### config.mk
export PLATFORM = sky130hd
export DESIGN_NAME = serreg_host
export DESIGN_NICKNAME = d
export VERILOG_FILES = /design/src/rtl/serreg_host.sv
export SDC_FILE = /design/constraint.sdc
export NUM_CORES = 1
export LEC_CHECK = 0
export BUFFER_PORTS_ARGS = -buffer_cell sky130_fd_sc_hd__clkbuf_2
export CORE_MARGIN = 2
export CORE_UTILIZATION = 49
export CTS_CLUSTER_DIAMETER = 120
export DETAILED_ROUTE_END_ITERATION = 16
export HOLD_SLACK_MARGIN = 0.03
export PLACE_DENSITY = 0.8
export SLEW_MARGIN = 10
export SYNTH_ARGS = -nofsm -noshare
export SYNTH_HDL_FRONTEND = slang
export SYNTH_SLANG_ARGS = --single-unit
### constraint.sdc
create_clock -name clk -period 2.5 [get_ports clk]
set_input_delay 0.375 -clock clk [delete_from_list [all_inputs] [get_ports clk]]
set_output_delay 0.375 -clock clk [all_outputs]
set_load 0.01 [all_outputs]
### src/rtl/serreg_host.sv
module serreg_host #(
  parameter int DW   = 24,
  parameter int DIVW = 8
) (
  input  logic            clk,
  input  logic            rst_n,
  input  logic            cmd_valid,
  output logic            cmd_ready,
  input  logic [1:0]      cmd_op,
  input  logic [DW-1:0]   cmd_wdata,
  input  logic [DIVW-1:0] div_half,
  output logic            rsp_valid,
  output logic [DW-1:0]   rsp_rdata,
  output logic            sclk,
  output logic            rd_frame_n,
  output logic            wr_frame_n,
  output logic            reg_sel,
  output logic            ser_out,
  input  logic            ser_in,
  input  logic            dat_rdy_n
);
  localparam int BW = $clog2(DW);

  typedef enum logic [2:0] {S_IDLE, S_WAIT, S_SETUP, S_SHIFT, S_HOLD, S_GAP} st_t;

  st_t             st;
  logic [1:0]      op_q;
  logic [DW-1:0]   sh;
  logic [DIVW-1:0] cnt, half_q;
  logic [BW-1:0]   nbit;
  logic            gap2, sclk_q, rsp_q;

  wire tick     = (cnt == half_q - 1'b1);
  wire is_rd    = ~op_q[1];
  wire in_frame = (st == S_SETUP) || (st == S_SHIFT) || (st == S_HOLD);

  assign cmd_ready  = (st == S_IDLE);
  assign sclk       = sclk_q;
  assign rd_frame_n = ~(in_frame & is_rd);
  assign wr_frame_n = ~(in_frame & ~is_rd);
  assign reg_sel    = in_frame ? ~(op_q[0] ^ op_q[1]) : 1'b1;
  assign ser_out    = (in_frame & ~is_rd) ? sh[DW-1] : 1'b0;
  assign rsp_valid  = rsp_q;
  assign rsp_rdata  = sh;

  always_ff @(posedge clk or negedge rst_n) begin
    if (!rst_n) begin
      st     <= S_IDLE;
      op_q   <= '0;
      sh     <= '0;
      cnt    <= '0;
      half_q <= DIVW'(1);
      nbit   <= '0;
      gap2   <= 1'b0;
      sclk_q <= 1'b0;
      rsp_q  <= 1'b0;
    end else begin
      rsp_q <= 1'b0;
      if (st == S_IDLE || st == S_WAIT) cnt <= '0;
      else                              cnt <= tick ? '0 : cnt + 1'b1;
      unique case (st)
        S_IDLE: if (cmd_valid) begin
          op_q   <= cmd_op;
          sh     <= cmd_op[1] ? cmd_wdata : '0;
          half_q <= (div_half == '0) ? DIVW'(1) : div_half;
          nbit   <= '0;
          st     <= (cmd_op == 2'd0) ? S_WAIT : S_SETUP;
        end
        S_WAIT: if (!dat_rdy_n) st <= S_SETUP;
        S_SETUP: if (tick) begin
          sclk_q <= 1'b1;
          st     <= S_SHIFT;
        end
        S_SHIFT: if (tick) begin
          sclk_q <= ~sclk_q;
          if (sclk_q) begin
            sh   <= {sh[DW-2:0], ser_in};
            nbit <= nbit + 1'b1;
            if (nbit == BW'(DW-1)) st <= S_HOLD;
          end
        end
        S_HOLD: if (tick) begin
          rsp_q <= is_rd;
          gap2  <= 1'b0;
          st    <= S_GAP;
        end
        S_GAP: if (tick) begin
          if (gap2) st <= S_IDLE;
          else      gap2 <= 1'b1;
        end
        default: st <= S_IDLE;
      endcase
    end
  end

  AST_ACCEPT_IDLE: assert property (@(posedge clk) disable iff (!rst_n)
    cmd_valid && cmd_ready |-> rd_frame_n && wr_frame_n && !sclk);
  AST_RDY_GATE: assert property (@(posedge clk) disable iff (!rst_n)
    $fell(rd_frame_n) && reg_sel |-> !$past(dat_rdy_n));
  AST_RSP_PULSE: assert property (@(posedge clk) disable iff (!rst_n)
    rsp_valid |=> !rsp_valid);
  AST_RSP_AT_END: assert property (@(posedge clk) disable iff (!rst_n)
    rsp_valid |-> $rose(rd_frame_n));
  AST_SCLK_IDLE: assert property (@(posedge clk) disable iff (!rst_n)
    rd_frame_n && wr_frame_n |-> !sclk);
  AST_STROBE_SCLK_LOW: assert property (@(posedge clk) disable iff (!rst_n)
    !$stable(rd_frame_n) || !$stable(wr_frame_n) |-> !sclk && !$past(sclk));
  AST_SEL_STABLE: assert property (@(posedge clk) disable iff (!rst_n)
    $past(!rd_frame_n || !wr_frame_n) && (!rd_frame_n || !wr_frame_n) |-> $stable(reg_sel));
  AST_STROBE_EXCL: assert property (@(posedge clk) disable iff (!rst_n)
    !(!rd_frame_n && !wr_frame_n));
endmodule

# Word-level counts from Yosys, hierarchy flattened
# Index checks and enable logic that the tools add are counted.
[word_totals] regBits=53 input_bits=39 out_inout_bits=31 wordCells=82
[classes] n_addsub=3 n_eq_ne=16 mux=32 bitwise_logic=8 n_reduce_logical=14
[op_table] operator="two-way mux 24 bit" n=4
[op_table] operator="case mux 24 bit (2 select lines)" n=1
[op_table] operator="two-way mux 3 bit" n=9
[op_table] operator="two-way mux 8 bit" n=3
[op_table] operator="case mux 3 bit (6 select lines)" n=1
[op_table] operator="!= test 2 bit (second input constant)" n=8
[op_table] operator="two-way mux 5 bit" n=3
[op_table] operator="case mux 5 bit (2 select lines)" n=1
[op_table] operator="AND reduction 9 bit" n=1
[op_table] operator="adder 8 x 1 -> 8 bit (second input constant)" n=1
[op_table] operator="== test 8 bit" n=1
[op_table] operator="zero test 8 bit" n=1
[op_table] operator="subtractor 8 x 1 -> 8 bit (second input constant)" n=1
[op_table] operator="two-way mux 1 bit" n=7
[op_table] operator="== test 3 x 2 -> 1 bit (second input constant)" n=2
[op_table] operator="== test 3 bit (second input constant)" n=2
[op_table] operator="AND reduction 3 bit" n=2
[op_table] operator="nonzero test 2 bit" n=3
[op_table] operator="adder 5 x 1 -> 5 bit (second input constant)" n=1
[op_table] operator="== test 5 bit (second input constant)" n=1
[op_table] operator="NOT 1 bit" n=5
[op_table] operator="case mux 1 bit (2 select lines)" n=2
[op_table] operator="AND reduction 4 bit" n=1
[op_table] operator="== test 3 x 1 -> 1 bit (second input constant)" n=1
[op_table] operator="other kinds (8)" n=11

# Logic depth before layout (Yosys ltp)
[logic_depth] depth_word=5 mapped_depth=9 ltp_nobuf=8

# Worst setup path after synthesis
# Ideal clock, no wire load.
[synth_path] path_type="register to register" from="register half_q[2]" to="register sh[10] (netlist: rsp_rdata[10])" setup_time_ps=125 arrival_time_ps=2500 required_ps=2375 slack_ps=-125 path_stages_with_launch=9 n_path_buf=2 period_less_slack_ps=2625 cell_sequence="dfrtp_1 -> buf_6 -> or3_4 -> o31a_1 -> nor4_4 -> o2111ai_4 -> a21boi_4 -> buf_12 -> mux2_4"
[synth_via] elab_chain_len=4
[synth_lines] element="start: declaration" line_no="29" source="logic [DIVW-1:0] cnt, half_q;"
[synth_lines] element="start signal: assignment" line_no="65" source="half_q <= (div_half == '0) ? DIVW'(1) : div_half;"
[synth_lines] element="subtractor 8 x 1 -> 8 bit" line_no="33" source="wire tick = (cnt == half_q - 1'b1);"
[synth_lines] element="== test 8 bit" line_no="33"
[synth_lines] element="!= test 2 bit (no source line)"
[synth_lines] element="AND reduction 4 bit (no source line)"
[synth_lines] element="end signal: assignment" line_no="64" source="sh <= cmd_op[1] ? cmd_wdata : '0;"
[synth_lines] element="end signal: assignment" line_no="77" source="sh <= {sh[DW-2:0], ser_in};"
[synth_lines] element="end: declaration" line_no="28" source="logic [DW-1:0] sh;"
# Every way passes these cells.
# A chain may end at the register's enable or synchronous reset.

# Worst setup path after layout
[layout_path] from="register half_q[0]" to="register sh[16] (netlist: rsp_rdata[16])"
# The elaborated chain is that of the path after synthesis.

==> flow_summary_export.csv <==
group,metric,value,unit
worst_setup_path,cp.buffers_inverters,3,
timing,slew_viol_final,0,
timing,setup_violations,8,
grt,antenna_found_initial,0,
timing,grt_setup_unrepaired,"yes",
flow_run,max_cap_viol_count,0,
placement,placed_area,3600,µm²
synthesis,synth_seq_area_share,0.431,
timing,hold_violations_final,0,
worst_setup_path,critPathTopFamily,"simple AND/OR/NAND/NOR gates",
placement,detailedPlacementHpwl,5070,µm
status,violations,"setup timing",
clocking,maximum_root_to_sink_buffer_count,2,
synthesis,post_synth_inst_count,311,
worst_setup_path,timing.critical_path.arrival,2.72,ns
timing,worst_slack,-0.00743,ns
placement,final_weighted_congestion_in_routability_driven_placement,0.938,
worst_setup_path,cell_chain_critical_path,"buf_4 -> or4_1 -> nor2_2 -> xnor2_2 -> o2111ai_4 -> a21boi_4 -> buf_4 -> clkbuf_16 -> mux2_4",
power_and_ir_drop,cellLeakagePower,0.00189,µW
worst_setup_path,cp-end-kind,"register",
clocking,insertion_delay,0.32,ns
worst_setup_path,worst_path_largest_cell_delay,0.53,ns
grt,grt_pass1_wl,12000,µm
worst_setup_path,r2r_start,"half_q[0]",
clocking,h-tree-depth,2,
finish,area_growth_syn_to_layout,24.8,%
clocking,tritoncts,"done",
worst_setup_path,start_kind,"register",
die,start_util,0.515,
power_and_ir_drop,cellPowerDensity,1010,nW/µm²
synthesis,synth_cell_type_count,46,
placement,cell_count_after_placement,457,
grt,globalRouteTotalUtil,0.213,
die,die_width,83.3,µm
worst_setup_path,worst_ep_required_time,2.71,ns
grt,pin_count_of_the_biggest_net_entering_global_routing,41,
die,fp.dieArea,6940,µm²
synthesis,synth_nets,353,
timing,fin_skew,0.00537,ns
timing,post-route-min-period,2.51,ns
die,num_rows,28,
finish,post-route-cell-area,3850,µm²
clocking,cts.root.buffer_cell,"clkbuf_8",
synthesis,yosys_most_used_dff,"dfrtp_1",
synthesis,yosys-top-cells-count,"58 x nand2_1, 52 x dfrtp_1, 35 x o21ai_0, 20 x nor2_1, 19 x mux2_4",
timing,headroom_to_the_max_slew_limit,0.581,
hold_path,hold_path.class,"in -> async",
die,top_level_ports,70,
worst_setup_path,cpMaxStageDelayCell,"or4_1",
finish,num_antenna_cells,0,
finish,nFillCells,475,
worst_setup_path,r2r.worst_path.cells,9,
die,core_region_area,5990,µm²
clocking,cts_inserted_buffers,5,
drt,detail_route.wirelength,7030,µm
synthesis,synth_edf_count,0,
die,die_h,83.3,µm
synthesis,synth-warning-count,0,
worst_setup_path,timing_worst_setup_path_type,"reg -> reg",
drt,drt_antenna_net_count,0,
drt,dr.pass1.iters,4,
timing,min_period_over_period,1.00,
synthesis,yosys_register_bits,53,
status,run_status,"finished, violations left",
synthesis,most_used_standard_cell_by_instance_count_after_synthesis,"nand2_1",
worst_setup_path,timing.critical_path.from,"half_q[0]",
grt,grt_pass1_vias,2531,
synthesis,post-synth-top-area-fraction,0.422,
finish,final_standard_cell_count_with_taps_included_and_fillers_excluded,473,
clocking,clock-sinks,53,
worst_setup_path,worst-path-max-fanout,6,
clocking,postCtsHoldBufs,0,
synthesis,ys_async_sr_fraction,1.00,
drt,dr_vias,2581,
worst_setup_path,rrSetupSlack,-0.007,ns
worst_setup_path,regToRegEndpoint,"rsp_rdata[16]",
drt,drt-initial-drc-count,147,
grt,grt.overflow.total,0,
synthesis,ys_top_cells_by_area,"dfrtp_1 42%, mux2_4 9.3%, nand2_1 7.1%",
drt,routed_wire_length_per_instance,14.9,µm
timing,fmax,399,MHz
timing,tightestPinTransition,0.629,ns
drt,avgViaCountPerCell,5.46,
finish,fraction_of_final_layout_cells_with_drive_strength_greater_than_1,0.392,
placement,buffer_ports.inserted,69,
finish,final_net_count,439,
drt,route.detailed.drc,0,
synthesis,area_of_the_mapped_netlist,3080,µm²
clocking,clkTransAtPathRegs,0.10,ns
worst_setup_path,path_common_cell,"buf_4",
synthesis,yosys.area.top_type,"dfrtp_1",
power_and_ir_drop,power.ir.vdd_worst,0.000649,V
synthesis,mean_area_per_synthesized_cell,9.91,µm²
==> worst reg2reg max path, cell delays in order (launching register included) <==
cell       delay, ns
dfstp_2         0.39
buf_4           0.15
or4_1           0.53
nor2_2          0.15
xnor2_2         0.17
o2111ai_4       0.18
a21boi_4        0.19
buf_4           0.17
clkbuf_16       0.16
mux2_4          0.30
==> area by class of cell <==
| type | instances | area [µm²] | area share |
|---|---|---|---|
| Multi-Input combinational cell | 234 | 1690 | 0.440 |
| Sequential cell | 53 | 1330 | 0.345 |
| Timing Repair Buffer | 94 | 601 | 0.156 |
| Tap cell | 75 | 93.8 | 0.0244 |
| Clock buffer | 6 | 82.6 | 0.0215 |
| Inverter | 9 | 33.8 | 0.00878 |
| Clock inverter | 2 | 13.8 | 0.00358 |
==> timing repair <==
item	4_1_cts	5_1_grt
pin swaps	2	4
endpoints found under the hold margin	0	0
setup endpoints to repair	8	35
setup buffers	2	3
gates cloned	1	2
resized for setup	4	5
==> report_power, final <==
part	switching (µW)	total (µW)	internal [µW]
Clock	301	526	225
Combinational	930	1860	933
Sequential	311	1490	1170
==> worst max path at each step <==
stage	cells after the start	slack (ns)	endpoint
6_report	9	-0.007	rsp_rdata[16]
5_1_grt	10	-0.08	rsp_rdata[1]
4_1_cts	9	-0.03	rsp_rdata[3]
3_5_place_dp	9	-0.01	rsp_rdata[3]
3_3_place_gp	8	0.06	rsp_rdata[4]
2_1_floorplan	9	-0.05	rsp_rdata[10]
==> state kept, by name, summed over array words and instances (netlist names) <==
register,cells
rsp_valid,1
cnt,8
half_q,8
op_q,2
sclk,1
st,3
gap2,1
rsp_rdata,24
nbit,5
==> placed cells by master, fill, tap and decap left out, types with 2 or more instances in the layout <==
master | netlist | layout
mux2i_1 | 4 | 4
nand2_1 | 58 | 58
nor3_2 | 0 | 3
xnor2_1 | 9 | 7
nand2b_1 | 5 | 5
nor4_1 | 5 | 5
nand3_1 | 9 | 8
dfrtp_1 | 52 | 52
clkbuf_8 | 0 | 6
xnor2_2 | 0 | 2
o31a_1 | 2 | 2
buf_4 | 0 | 21
and3_1 | 4 | 4
clkbuf_2 | 0 | 69
nand4_1 | 4 | 4
xor2_1 | 9 | 9
ha_1 | 3 | 2
or4_1 | 3 | 3
inv_1 | 9 | 7
clkbuf_16 | 0 | 2
mux2_4 | 19 | 19
inv_2 | 0 | 2
nor2_1 | 20 | 19
nor2b_1 | 2 | 2
nor3_1 | 6 | 3
mux2_2 | 15 | 15
o21ai_0 | 35 | 35
==> cell families (layout without fill, tap and decap cells) <==
family                   after synthesis  count (layout)  share of synthesized area
XOR/XNOR                              18              18                     0.0511
multiplexers                          38              38                      0.160
AO/OA/AOI/OAI                         49              49                      0.105
AND/OR/NAND/NOR                      126             126                      0.199
adder cells (fa/ha/maj)                3               3                     0.0122
flip-flops                            53              53                      0.431
buffers and inverters                 24             111                     0.0422
==> per-layer routing <==
layer	up-vias	GRT usage	part of all wire
met1	1234	0.285	0.45
met3	10	0.0497	0.073
met5	-	0	0
li1	1251	-	-
met4	0	0.0596	0.013
met2	86	0.347	0.47
==> per-stage QoR <==
step	power (µW)	hold WS (ns)	TNS, ns	util	setup WS (ns)
floorplan	2690	0.0794	-0.960	-	-0.0508
global placement	3220	0.412	0	0.601	0.0618
detailed placement	3290	0.424	-0.0294	0.601	-0.0147
CTS	3860	0.0741	-0.407	0.628	-0.0340
global route	4170	0.0889	-1.86	0.642	-0.0811
finish	3880	0.0522	-0.0351	0.642	-0.00743
(Power assumes the default switching activity.)
